--- src/rtl/spi_dbuf_master.sv ---
module spi_dbuf_master #(
  parameter int DIV_W = 8
) (
  input  logic             clk,
  input  logic             rst_n,
  input  logic             cfg_idle_hi,
  input  logic             cfg_edge,
  input  logic             cfg_smp_end,
  input  logic             cfg_wide,
  input  logic [DIV_W-1:0] cfg_half_div,
  input  logic             wr_en,
  input  logic [15:0]      wr_data,
  input  logic             rd_en,
  output logic [15:0]      rd_data,
  output logic             tx_full,
  output logic             rx_full,
  output logic             irq,
  output logic             sck,
  output logic             sdo,
  input  logic             sdi
);

  logic             busy;
  logic [15:0]      sr, tx_buf;
  logic [4:0]       hidx;
  logic [DIV_W-1:0] half_cnt;
  logic             mid_bit, end_d;
  logic             tick, word_end, start_now;
  logic [15:0]      shifted;

  assign tick      = busy && (half_cnt == cfg_half_div);
  assign word_end  = tick && (hidx == (cfg_wide ? 5'd31 : 5'd15));
  assign start_now = wr_en && (!busy || (word_end && !tx_full));
  assign shifted   = {sr[14:0], cfg_smp_end ? sdi : mid_bit};

  assign sck = cfg_idle_hi ^ (busy && (hidx[0] ^ ~cfg_edge));
  assign sdo = cfg_wide ? sr[15] : sr[7];

  always_ff @(posedge clk or negedge rst_n) begin
    if (!rst_n) begin
      busy     <= 1'b0;
      sr       <= '0;
      hidx     <= '0;
      half_cnt <= '0;
      mid_bit  <= 1'b0;
    end else if (start_now) begin
      sr       <= wr_data;
      busy     <= 1'b1;
      hidx     <= '0;
      half_cnt <= '0;
    end else if (word_end) begin
      sr       <= tx_full ? tx_buf : shifted;
      busy     <= tx_full;
      hidx     <= '0;
      half_cnt <= '0;
    end else if (tick) begin
      half_cnt <= '0;
      hidx     <= hidx + 5'd1;
      if (hidx[0]) sr <= shifted;
      else         mid_bit <= sdi;
    end else if (busy) begin
      half_cnt <= half_cnt + 1'b1;
    end
  end

  always_ff @(posedge clk or negedge rst_n) begin
    if (!rst_n) begin
      tx_buf  <= '0;
      tx_full <= 1'b0;
    end else if (wr_en && !start_now) begin
      tx_buf  <= wr_data;
      tx_full <= 1'b1;
    end else if (word_end && tx_full) begin
      tx_full <= 1'b0;
    end
  end

  always_ff @(posedge clk or negedge rst_n) begin
    if (!rst_n) begin
      rd_data <= '0;
      rx_full <= 1'b0;
      end_d   <= 1'b0;
      irq     <= 1'b0;
    end else begin
      end_d <= word_end;
      irq   <= end_d;
      if (word_end) begin
        rd_data <= cfg_wide ? shifted : {8'h00, shifted[7:0]};
        rx_full <= 1'b1;
      end else if (rd_en) begin
        rx_full <= 1'b0;
      end
    end
  end

endmodule

--- config.mk ---
export PLATFORM = sky130hd
export DESIGN_NAME = spi_dbuf_master
export DESIGN_NICKNAME = d
export VERILOG_FILES = /design/src/rtl/spi_dbuf_master.sv
export SDC_FILE = /design/constraint.sdc
export NUM_CORES = 1
export LEC_CHECK = 0
export BUFFER_PORTS_ARGS = -buffer_cell sky130_fd_sc_hd__buf_2
export CORE_UTILIZATION = 35
export CTS_CLUSTER_DIAMETER = 30
export CTS_CLUSTER_SIZE = 10
export DETAILED_ROUTE_END_ITERATION = 6
export PLACE_DENSITY = 0.59
export SYNTH_ARGS = -nofsm -noshare
export SYNTH_HDL_FRONTEND = slang
export SYNTH_SLANG_ARGS = --single-unit
--- constraint.sdc ---
create_clock -name clk -period 2.7 [get_ports clk]
set_clock_uncertainty 0.15 [all_clocks]
set_input_delay 0.27 -clock clk [delete_from_list [all_inputs] [get_ports clk]]
set_output_delay 0.27 -clock clk [all_outputs]
set_load 0.02 [all_outputs]
==> flow_summary_export.csv, run 1 <==
group,metric,value,unit
hold_path,min_path_type,"input pin to register",
die,initial_core_util,35.9,%
power,ir_worst_vdd,262,µV
drt,drtIter0Drc,143,
critical_path,worstPathArrival,2.57,ns
clock_tree,insertion_delay,0.35,ns
synth,yosysTopAreaCell,"dfrtp_1",
finish,drive_gt1_share,38.6,%
critical_path,critPathRequiredTime,2.81,ns
global_routing,overflow,0,
critical_path,rr_startpoint,"half_cnt[2]",
global_routing,grt_pass1_vias,2339,
finish,stdcell_count,450,
finish,n_fill_cell,868,
clock_tree,cts_buffers,9,
global_routing,grt_pass1_wl,11.7,mm
power,p_sw_share,29.2,%
die,die_h,96.3,µm
critical_path,reg2reg_slack,0.24,ns
critical_path,end_kind,"register",
placement,pre_cts_ws,0.249,ns
power,pwr-share-seq,48.9,%
drt,route.detailed.drc,0,
timing,finalCritPeriodShare,91.1,%
critical_path,cp_cell_sequence,"xnor2_1 -> nand4_1 -> or2_1 -> or3_1 -> inv_2 -> buf_4 -> nand3_1 -> o21ai_0",
synth,syn_avg_cell_area,11.5,µm²
drt,via_count,2334,
synth,async_flop_share,100,%
synth,netlist_instances,270,
clock_tree,clockBufferDepth,2,
synth,ys.flop_type,"dfrtp_1",
timing,fin_crit,2.46,ns
power,internal_power,1.82,mW
global_routing,gr-max-usage-layer,"met2",
clock_tree,clkSinkCount,67,
critical_path,reg2reg_to,"rd_data[8]",
clock_tree,ctsResizeCount,0,
power,p_leak,1.70,nW
drt,avgViaCountPerCell,5.19,
critical_path,critPathKind,"register to register",
global_routing,grt_usage,17.2,%
synth,synth-seq-area-share,53.8,%
power,p_clk_share,32.8,%
timing,drv_slew,0,
die,core,0.00868,mm²
critical_path,rr_worst_depth,8,
timing,tightestPinTransition,0.498,ns
clock_tree,ctsHoldBuffers,2,
die,pin_count,54,
timing,slew_headroom,66.8,%
timing,setup_viol,0,
critical_path,max_stage_delay,0.45,ns
timing,rsz0062_at_grt,"no",
clock_tree,htreeDepth,3,
drt,post_drt_wl_per_cell,16.0,µm
synth,synth_top_area_share,53.8,%
clock_tree,path_clk_slew,0.09,ns
global_routing,antenna_found_initial,0,
synth,synth_warnings,0,
synth,synthTopCellsByArea,"dfrtp_1 (54%), mux2_2 (10%), o221a_2 (5.8%)",
placement,placedCellCount,432,
die,die_area,0.00928,mm²
critical_path,worst_setup_path_start_kind,"register",
placement,io_buffers,53,
critical_path,critical_path.max_fanout,15,
placement,gp_congestion,0.759,
global_routing,grt_util_met3,2.69,%
clock_tree,cts_tree,"done",
timing,hold_viol_final,0,
drt,drt_wl_total,7.21,mm
critical_path,critPathTopFamily,"simple AND/OR/NAND/NOR gates",
timing,fin_setup_tns,0,ns
global_routing,met2_usage,25.4,%
timing,worst_slack,0.239,ns
global_routing,grt_max_degree,22,
hold_path,hold_end,"tx_buf[14]",
synth,syn_area,0.00311,mm²
finish,utilization,43.5,%
drt,first_pass_iters,4,
finish,finalNetCount,372,
die,die_w,96.3,µm
die,rows,34,
global_routing,grt_use_met1,24.3,%
finish,antenna_cells,0,
power,p_sw,0.751,mW
timing,max_freq,406,MHz
synth,syn_nets,305,
outcome,outcome,"finished clean",
clock_tree,postCtsSetupBuffers,0,
hold_path,hold_start,"wr_data[14]",
flow_run,maxCapViolations,0,
synth,yosysUniqueCellTypes,43,
synth,synth_edf_count,0,
synth,yosys_register_bits,67,
critical_path,critPathBufInv,2,
power,p_comb_share,18.3,%
critical_path,cp_slowest_cell,"or3_1",
clock_tree,cts_root_buffer,"clkbuf_8",
hold_path,hold_depth,2,
drt,drtAntennaViolNets,0,
finish,syn_to_final_growth,21.2,%
power,pwr_density_cell,680,mW/mm²
placement,dpl.hpwl,4.85,mm
## cell type report
| class | instances | area (µm²) | share of cell area [%] |
|---|---|---|---|
| clock buffers | 9 | 124 | 3.28 |
| inverters | 12 | 45.0 | 1.19 |
| flip-flops and latches | 67 | 1680 | 44.4 |
| repair buffers | 69 | 390 | 10.3 |
| clock inverters | 7 | 77.6 | 2.06 |
| multi-input cells | 178 | 1330 | 35.1 |
| well taps | 108 | 135 | 3.58 |
## flip-flops by register name, indices dropped and copies added (netlist names)
| signal | cells |
|---|---|
| sr | 16 |
| busy | 1 |
| mid_bit | 1 |
| rd_data | 16 |
| half_cnt | 8 |
| irq | 1 |
| hidx | 5 |
| end_d | 1 |
| tx_buf | 16 |
| rx_full | 1 |
| tx_full | 1 |
## per-stage QoR
step | power (mW) | hold WS [ns] | area (µm²)
floorplan | 1.59 | -0.176 | 3110
global placement | 1.72 | 0.122 | 3550
detailed placement | 1.74 | 0.124 | 3550
CTS | 2.59 | 0.00956 | 3770
global route | 2.70 | 0.0159 | 3770
finish | 2.57 | 0.0173 | 3770
## Yosys cell counts, drive strengths merged, types with 2 or more instances
cell type	count
a21oi	3
and2	3
and3	3
buf	5
clkbuf	8
dfrtp	67
ha	2
inv	12
mux2	28
mux2i	2
nand2	31
nand3	13
nand3b	2
nor2	8
nor2b	2
nor4bb	2
o211ai	2
o21ai	13
o221a	16
o22ai	16
or3	2
xnor2	14
## cells in the final DEF, fill, tap and decap left out, drive strengths merged, types with 3 or more instances in the layout
| master | count |
|---|---|
| nand2 | 31 |
| a21oi | 3 |
| inv | 13 |
| clkinvlp | 3 |
| dfrtp | 67 |
| nand3 | 13 |
| buf | 67 |
| o22ai | 16 |
| xnor2 | 14 |
| o21ai | 13 |
| clkbuf | 9 |
| and3 | 3 |
| nor2 | 8 |
| and2 | 3 |
| mux2 | 28 |
| o221a | 16 |
## how the worst max path moves through the flow
stage | startpoint | end | slack (ns) | cells after the start
3_3_place_gp | half_cnt[5] | rd_data[8] | 0.32 | 8
3_5_place_dp | half_cnt[4] | rd_data[8] | 0.25 | 8
4_1_cts | half_cnt[2] | rd_data[8] | 0.23 | 8
5_1_grt | half_cnt[1] | rd_data[8] | 0.08 | 8
6_report | half_cnt[2] | rd_data[8] | 0.24 | 8
2_1_floorplan | half_cnt[1] | tx_buf[10] | 0.39 | 6
## layer usage
metal | routed length, µm | up-vias | part of all wire [%]
met5 | 0 | - | 0
met4 | 134 | 0 | 1.9
met3 | 228 | 11 | 3.2
met2 | 3250 | 45 | 45
met1 | 3600 | 1162 | 50
li1 | - | 1116 | -
## logic make-up after synthesis
logic type                 share of synthesized area [%]
muxes                                               10.8
DFF                                                 53.8
and+or+nand+nor                                     11.8
adders and majority gates                           1.12
xor gates and xnor gates                            3.94
AOI/OAI and AO/OA                                   15.0
buffers and inverters                               3.58
## power groups by stage
| stage | combinational [mW] | sequential [mW] | clock (mW) |
|---|---|---|---|
| 5_1_grt | 0.526 | 1.28 | 0.896 |
| 6_report | 0.470 | 1.26 | 0.843 |
| 4_1_cts | 0.475 | 1.25 | 0.861 |
| 3_5_place_dp | 0.471 | 1.27 | 0 |
| 3_3_place_gp | 0.455 | 1.27 | 0 |
| 2_1_floorplan | 0.356 | 1.24 | 0 |
No activity file was read; power rests on OpenSTA's default activity.
==> run 2: changes to the inputs <==
--- a/config.mk
+++ b/config.mk
@@ -10,7 +10,7 @@
 export CTS_CLUSTER_DIAMETER = 30
 export CTS_CLUSTER_SIZE = 10
 export DETAILED_ROUTE_END_ITERATION = 6
-export PLACE_DENSITY = 0.59
+export PLACE_DENSITY_LB_ADDON = 0.25
 export SYNTH_ARGS = -nofsm -noshare
 export SYNTH_HDL_FRONTEND = slang
 export SYNTH_SLANG_ARGS = --single-unit
==> flow_summary_export.csv, run 2 (synthesis gave the netlist of run 1 again) <==
group,metric,value,unit
finish,register_area,0.00168,mm²
finish,syn_to_final_growth,21.9,%
critical_path,worstPathArrival,2.55,ns
power,p_leak,1.71,nW
critical_path,critical_path.max_fanout,17,
global_routing,grt_max_degree,68,
placement,io_buffers,53,
finish,n_fill_cell,846,
timing,finalCritPeriodShare,89.9,%
global_routing,antenna_found_initial,0,
drt,first_pass_iters,4,
timing,rsz0062_at_grt,"no",
clock_tree,cts_root_buffer,"clkbuf_8",
critical_path,critPathCapture,"rd_data[11]",
finish,stdcell_count,449,
global_routing,grt_pass1_wl,11.8,mm
global_routing,grt_usage,17.2,%
die,die_area,0.00928,mm²
power,ir_worst_vdd,319,µV
clock_tree,path_clk_slew,0.08,ns
global_routing,overflow,0,
timing,fin_crit,2.43,ns
drt,post_drt_wl_per_cell,15.8,µm
clock_tree,htreeDepth,3,
clock_tree,cts_buffers,9,
die,initial_core_util,35.9,%
finish,drive_gt1_share,38.1,%
die,core,0.00868,mm²
die,die_h,96.3,µm
clock_tree,postCtsSetupBuffers,0,
drt,avgViaCountPerCell,5.22,
finish,antenna_cells,0,
die,rows,34,
finish,final_area,0.00380,mm²
critical_path,rr_worst_depth,8,
die,die_w,96.3,µm
die,pin_count,54,
placement,place_area,0.00356,mm²
timing,setup_viol,0,
flow_run,maxCapViolations,0,
clock_tree,clockBufferDepth,2,
finish,finalNetCount,371,
hold_path,hold_start,"wr_data[3]",
placement,placedCellCount,430,
drt,via_count,2343,
critical_path,rr_startpoint,"half_cnt[2]",
clock_tree,cts_tree,"done",
timing,hold_viol_final,0,
placement,gp_congestion,0.752,
timing,holdWs,0.0118,ns
drt,drt_wl_total,7.10,mm
timing,slew_headroom,42.9,%
finish,final_common_cell,"dfrtp_1",
critical_path,startpoint,"half_cnt[2]",
drt,route.detailed.drc,0,
finish,multi_input_area,0.00133,mm²
drt,drtAntennaViolNets,0,
clock_tree,clkSinkCount,67,
timing,drv_slew,0,
critical_path,reg2reg_slack,0.27,ns
critical_path,end_kind,"register",
finish,final_cell_mix,"dfrtp_1 (67), buf_2 (53), nand2_1 (31), mux2_2 (28)",
placement,dpl.hpwl,4.66,mm
timing,max_freq,412,MHz
timing,tightestPinTransition,0.856,ns
critical_path,worst_setup_path_start_kind,"register",
global_routing,grt_pass1_vias,2309,
finish,reg_top3,"rd_data (16), sr (16), tx_buf (16)",
outcome,outcome,"finished clean",
finish,utilization,43.7,%
hold_path,min_path_type,"input pin to register",
clock_tree,insertion_delay,0.35,ns
drt,drtIter0Drc,98,
power,pwr_density_cell,680,mW/mm²
clock_tree,ctsResizeCount,0,
critical_path,reg2reg_to,"rd_data[11]",
critical_path,critPathKind,"register to register",
critical_path,critPathRequiredTime,2.82,ns
timing,fin_setup_tns,0,ns
==> run 2: worst max-delay path, stage by stage (launching register included) <==
cell,delay (ns)
dfrtp_1,0.43
xnor2_1,0.16
nand4_1,0.21
or2_1,0.35
or3_1,0.45
inv_2,0.19
buf_4,0.24
nand3_1,0.09
o21ai_0,0.08
==> run 2: where the power goes <==
group | switching, mW | internal [mW] | leakage (nW) | total, mW
combinational | 0.212 | 0.257 | 0.814 | 0.469
clock | 0.406 | 0.451 | 0.102 | 0.858
sequential | 0.125 | 1.13 | 0.794 | 1.25
==> run 2: repair_timing <==
action,CTS,global route
setup endpoints to repair,0,0
hold buffers,3,0
hold endpoints to repair,49,0
==> run 2: how the worst min path moves through the flow <==
stage,to,slack (ns),cells past startpoint
floorplan,busy,-0.18,0
global placement,irq,0.18,0
detailed placement,irq,0.19,0
CTS,tx_buf[3],0.0009,2
global route,tx_buf[3],0.006,2
finish,tx_buf[3],0.01,2
==> run 2: layout make-up <==
type | count | share of cell area (%)
well taps | 108 | 3.56
inverters | 12 | 1.19
flip-flops and latches | 67 | 44.2
clock inverters | 6 | 1.71
multi-input cells | 178 | 34.9
clock buffers | 10 | 3.63
repair buffers | 68 | 10.8
==> run 2: through the flow <==
stage / total power [mW] / setup slack, ns
global placement: 1.73 / 0.348
finish: 2.58 / 0.273
global route: 2.73 / 0.0358
detailed placement: 1.74 / 0.293
CTS: 2.61 / 0.274
floorplan: 1.59 / 0.387
==> run 2: routing by layer <==
| layer | vias to the layer above | routed length, µm | GRT usage [%] |
|---|---|---|---|
| met5 | - | 0 | 0 |
| met4 | 0 | 64 | 4.78 |
| met3 | 7 | 375 | 5.53 |
| met2 | 59 | 3270 | 25.5 |
| met1 | 1161 | 3390 | 24.2 |
| li1 | 1116 | - | - |
==> run 3: changes to the inputs <==
--- a/config.mk
+++ b/config.mk
@@ -10,6 +10,7 @@
 export CTS_CLUSTER_DIAMETER = 30
 export CTS_CLUSTER_SIZE = 10
 export DETAILED_ROUTE_END_ITERATION = 6
+export GPL_TIMING_DRIVEN = 0
 export PLACE_DENSITY_LB_ADDON = 0.25
 export SYNTH_ARGS = -nofsm -noshare
 export SYNTH_HDL_FRONTEND = slang
==> flow_summary_export.csv, run 3 (synthesis gave the netlist of run 1 again) <==
group,metric,value,unit
outcome,outcome,"finished clean",
clock_tree,htreeDepth,3,
critical_path,worst_setup_path_start_kind,"register",
clock_tree,insertion_delay,0.33,ns
placement,gp_congestion,0.750,
placement,dpl.hpwl,4.72,mm
timing,setup_viol,0,
finish,final_area,0.00374,mm²
power,p_leak,1.68,nW
finish,n_fill_cell,873,
clock_tree,path_clk_slew,0.07,ns
flow_run,maxCapViolations,0,
drt,drtIter0Drc,90,
drt,avgViaCountPerCell,5.09,
finish,finalNetCount,372,
drt,first_pass_iters,4,
clock_tree,cts_tree,"done",
clock_tree,clockBufferDepth,2,
critical_path,critPathKind,"register to register",
drt,drt_wl_total,7.00,mm
drt,post_drt_wl_per_cell,15.6,µm
timing,tightestPinTransition,0.853,ns
critical_path,end_kind,"register",
clock_tree,cts_root_buffer,"clkbuf_8",
timing,hold_viol_final,0,
global_routing,overflow,0,
global_routing,grt_pass1_wl,11.6,mm
power,ir_worst_vdd,311,µV
finish,drive_gt1_share,37.5,%
global_routing,grt_max_degree,68,
die,die_w,96.3,µm
die,initial_core_util,35.9,%
timing,slew_headroom,43.2,%
finish,utilization,43.1,%
die,die_area,0.00928,mm²
drt,drtAntennaViolNets,0,
timing,fin_crit,2.53,ns
timing,finalCritPeriodShare,93.6,%
finish,reg_top3,"rd_data (16), sr (16), tx_buf (16)",
power,pwr_density_cell,656,mW/mm²
hold_path,min_path_type,"input pin to register",
critical_path,critPathRequiredTime,2.82,ns
placement,io_buffers,53,
finish,syn_to_final_growth,20.0,%
timing,rsz0062_at_grt,"no",
timing,worst_slack,0.173,ns
die,rows,34,
power,p_total,2.45,mW
critical_path,worstPathArrival,2.65,ns
global_routing,antenna_found_initial,0,
global_routing,grt_pass1_vias,2358,
drt,via_count,2285,
critical_path,critical_path.max_fanout,10,
placement,place_area,0.00352,mm²
timing,drv_slew,0,
die,die_h,96.3,µm
placement,pre_cts_ws,-0.0601,ns
die,core,0.00868,mm²
drt,route.detailed.drc,0,
timing,max_freq,396,MHz
finish,final_common_cell,"dfrtp_1",
die,pin_count,54,
finish,final_cell_mix,"dfrtp_1 (67), buf_2 (55), nand2_1 (30), mux2_2 (28)",
global_routing,grt_usage,16.9,%
clock_tree,clkSinkCount,67,
clock_tree,cts_buffers,9,
finish,antenna_cells,0,
## run 3: changes by cell type in the layout (fill, tap and decap cells not counted), sizes merged
| cell | change |
|---|---|
| clkinv | -1 |
| buf | -4 |
| clkinvlp | +1 |
| bufinv | -1 |
| clkbuf | +6 |
| dlygate4sd3 | -1 |
## run 3: layout make-up
class | count | area (µm²) | share of cell area, %
inverter | 12 | 47.5 | 1.27
buffer | 12 | 65.1 | 1.74
multi-input combinational | 178 | 1340 | 35.9
clock buffer | 10 | 138 | 3.68
sequential | 67 | 1680 | 44.9
tap | 108 | 135 | 3.62
clock inverter | 5 | 30.0 | 0.803
timing repair buffer | 57 | 303 | 8.10
## run 3: worst max-delay path, cell delays in order (launching register included)
cell and delay [ns]:
dfrtp_1 0.43, xnor2_1 0.33, nand3_2 0.23, or3_1 0.34, buf_2 0.20, o21ai_2 0.33, buf_4 0.26, o221a_2 0.20
## run 3: final timing paths
| path | slack (ns) | cells past startpoint | start | end |
|---|---|---|---|---|
| hold / removal | 0.03 | 2 | wr_data[4] | tx_buf[4] |
| hold reg to reg | 0.20 | 0 | end_d | irq |
| setup reg to reg | 0.17 | 7 | half_cnt[0] | sr[14] |
| setup / recovery | 0.17 | 7 | half_cnt[0] | sr[14] |
| min in group asynchronous | 0.43 | 2 | rst_n | tx_buf[4] |
| max in group asynchronous | 1.42 | 2 | rst_n | sr[9] |
## run 3: timing repair
item / in CTS / in global routing
hold endpoints to repair: 68 / 0
gates resized for setup: 4 / 4
setup endpoints to repair: 13 / 23
pin swaps: 1 / 1
buffers inserted: 1 / 1
hold buffers: 2 / 0
## run 3: power by group
part           internal [mW]  total (mW)  switching, mW
Clock                  0.348       0.723          0.375
Combinational          0.259       0.474          0.215
Sequential              1.13        1.25          0.124
## run 3: per-stage QoR
stage | hold WS [ns] | setup TNS, ns | std cells
2_1_floorplan | -0.176 | 0 | 270
3_3_place_gp | 0.183 | -0.195 | 431
3_5_place_dp | 0.185 | -0.434 | 431
4_1_cts | 0.00641 | 0 | 449
5_1_grt | 0.0134 | 0 | 449
6_report | 0.0345 | 0 | 449
## run 3: layer usage
metal | routed length [µm] | part of all wire, % | GRT usage, %
met2 | 3280 | 47 | 26.1
met5 | 0 | 0 | 0
met1 | 3450 | 49 | 22.9
met3 | 250 | 3.6 | 5.29
met4 | 18 | 0.26 | 4.78
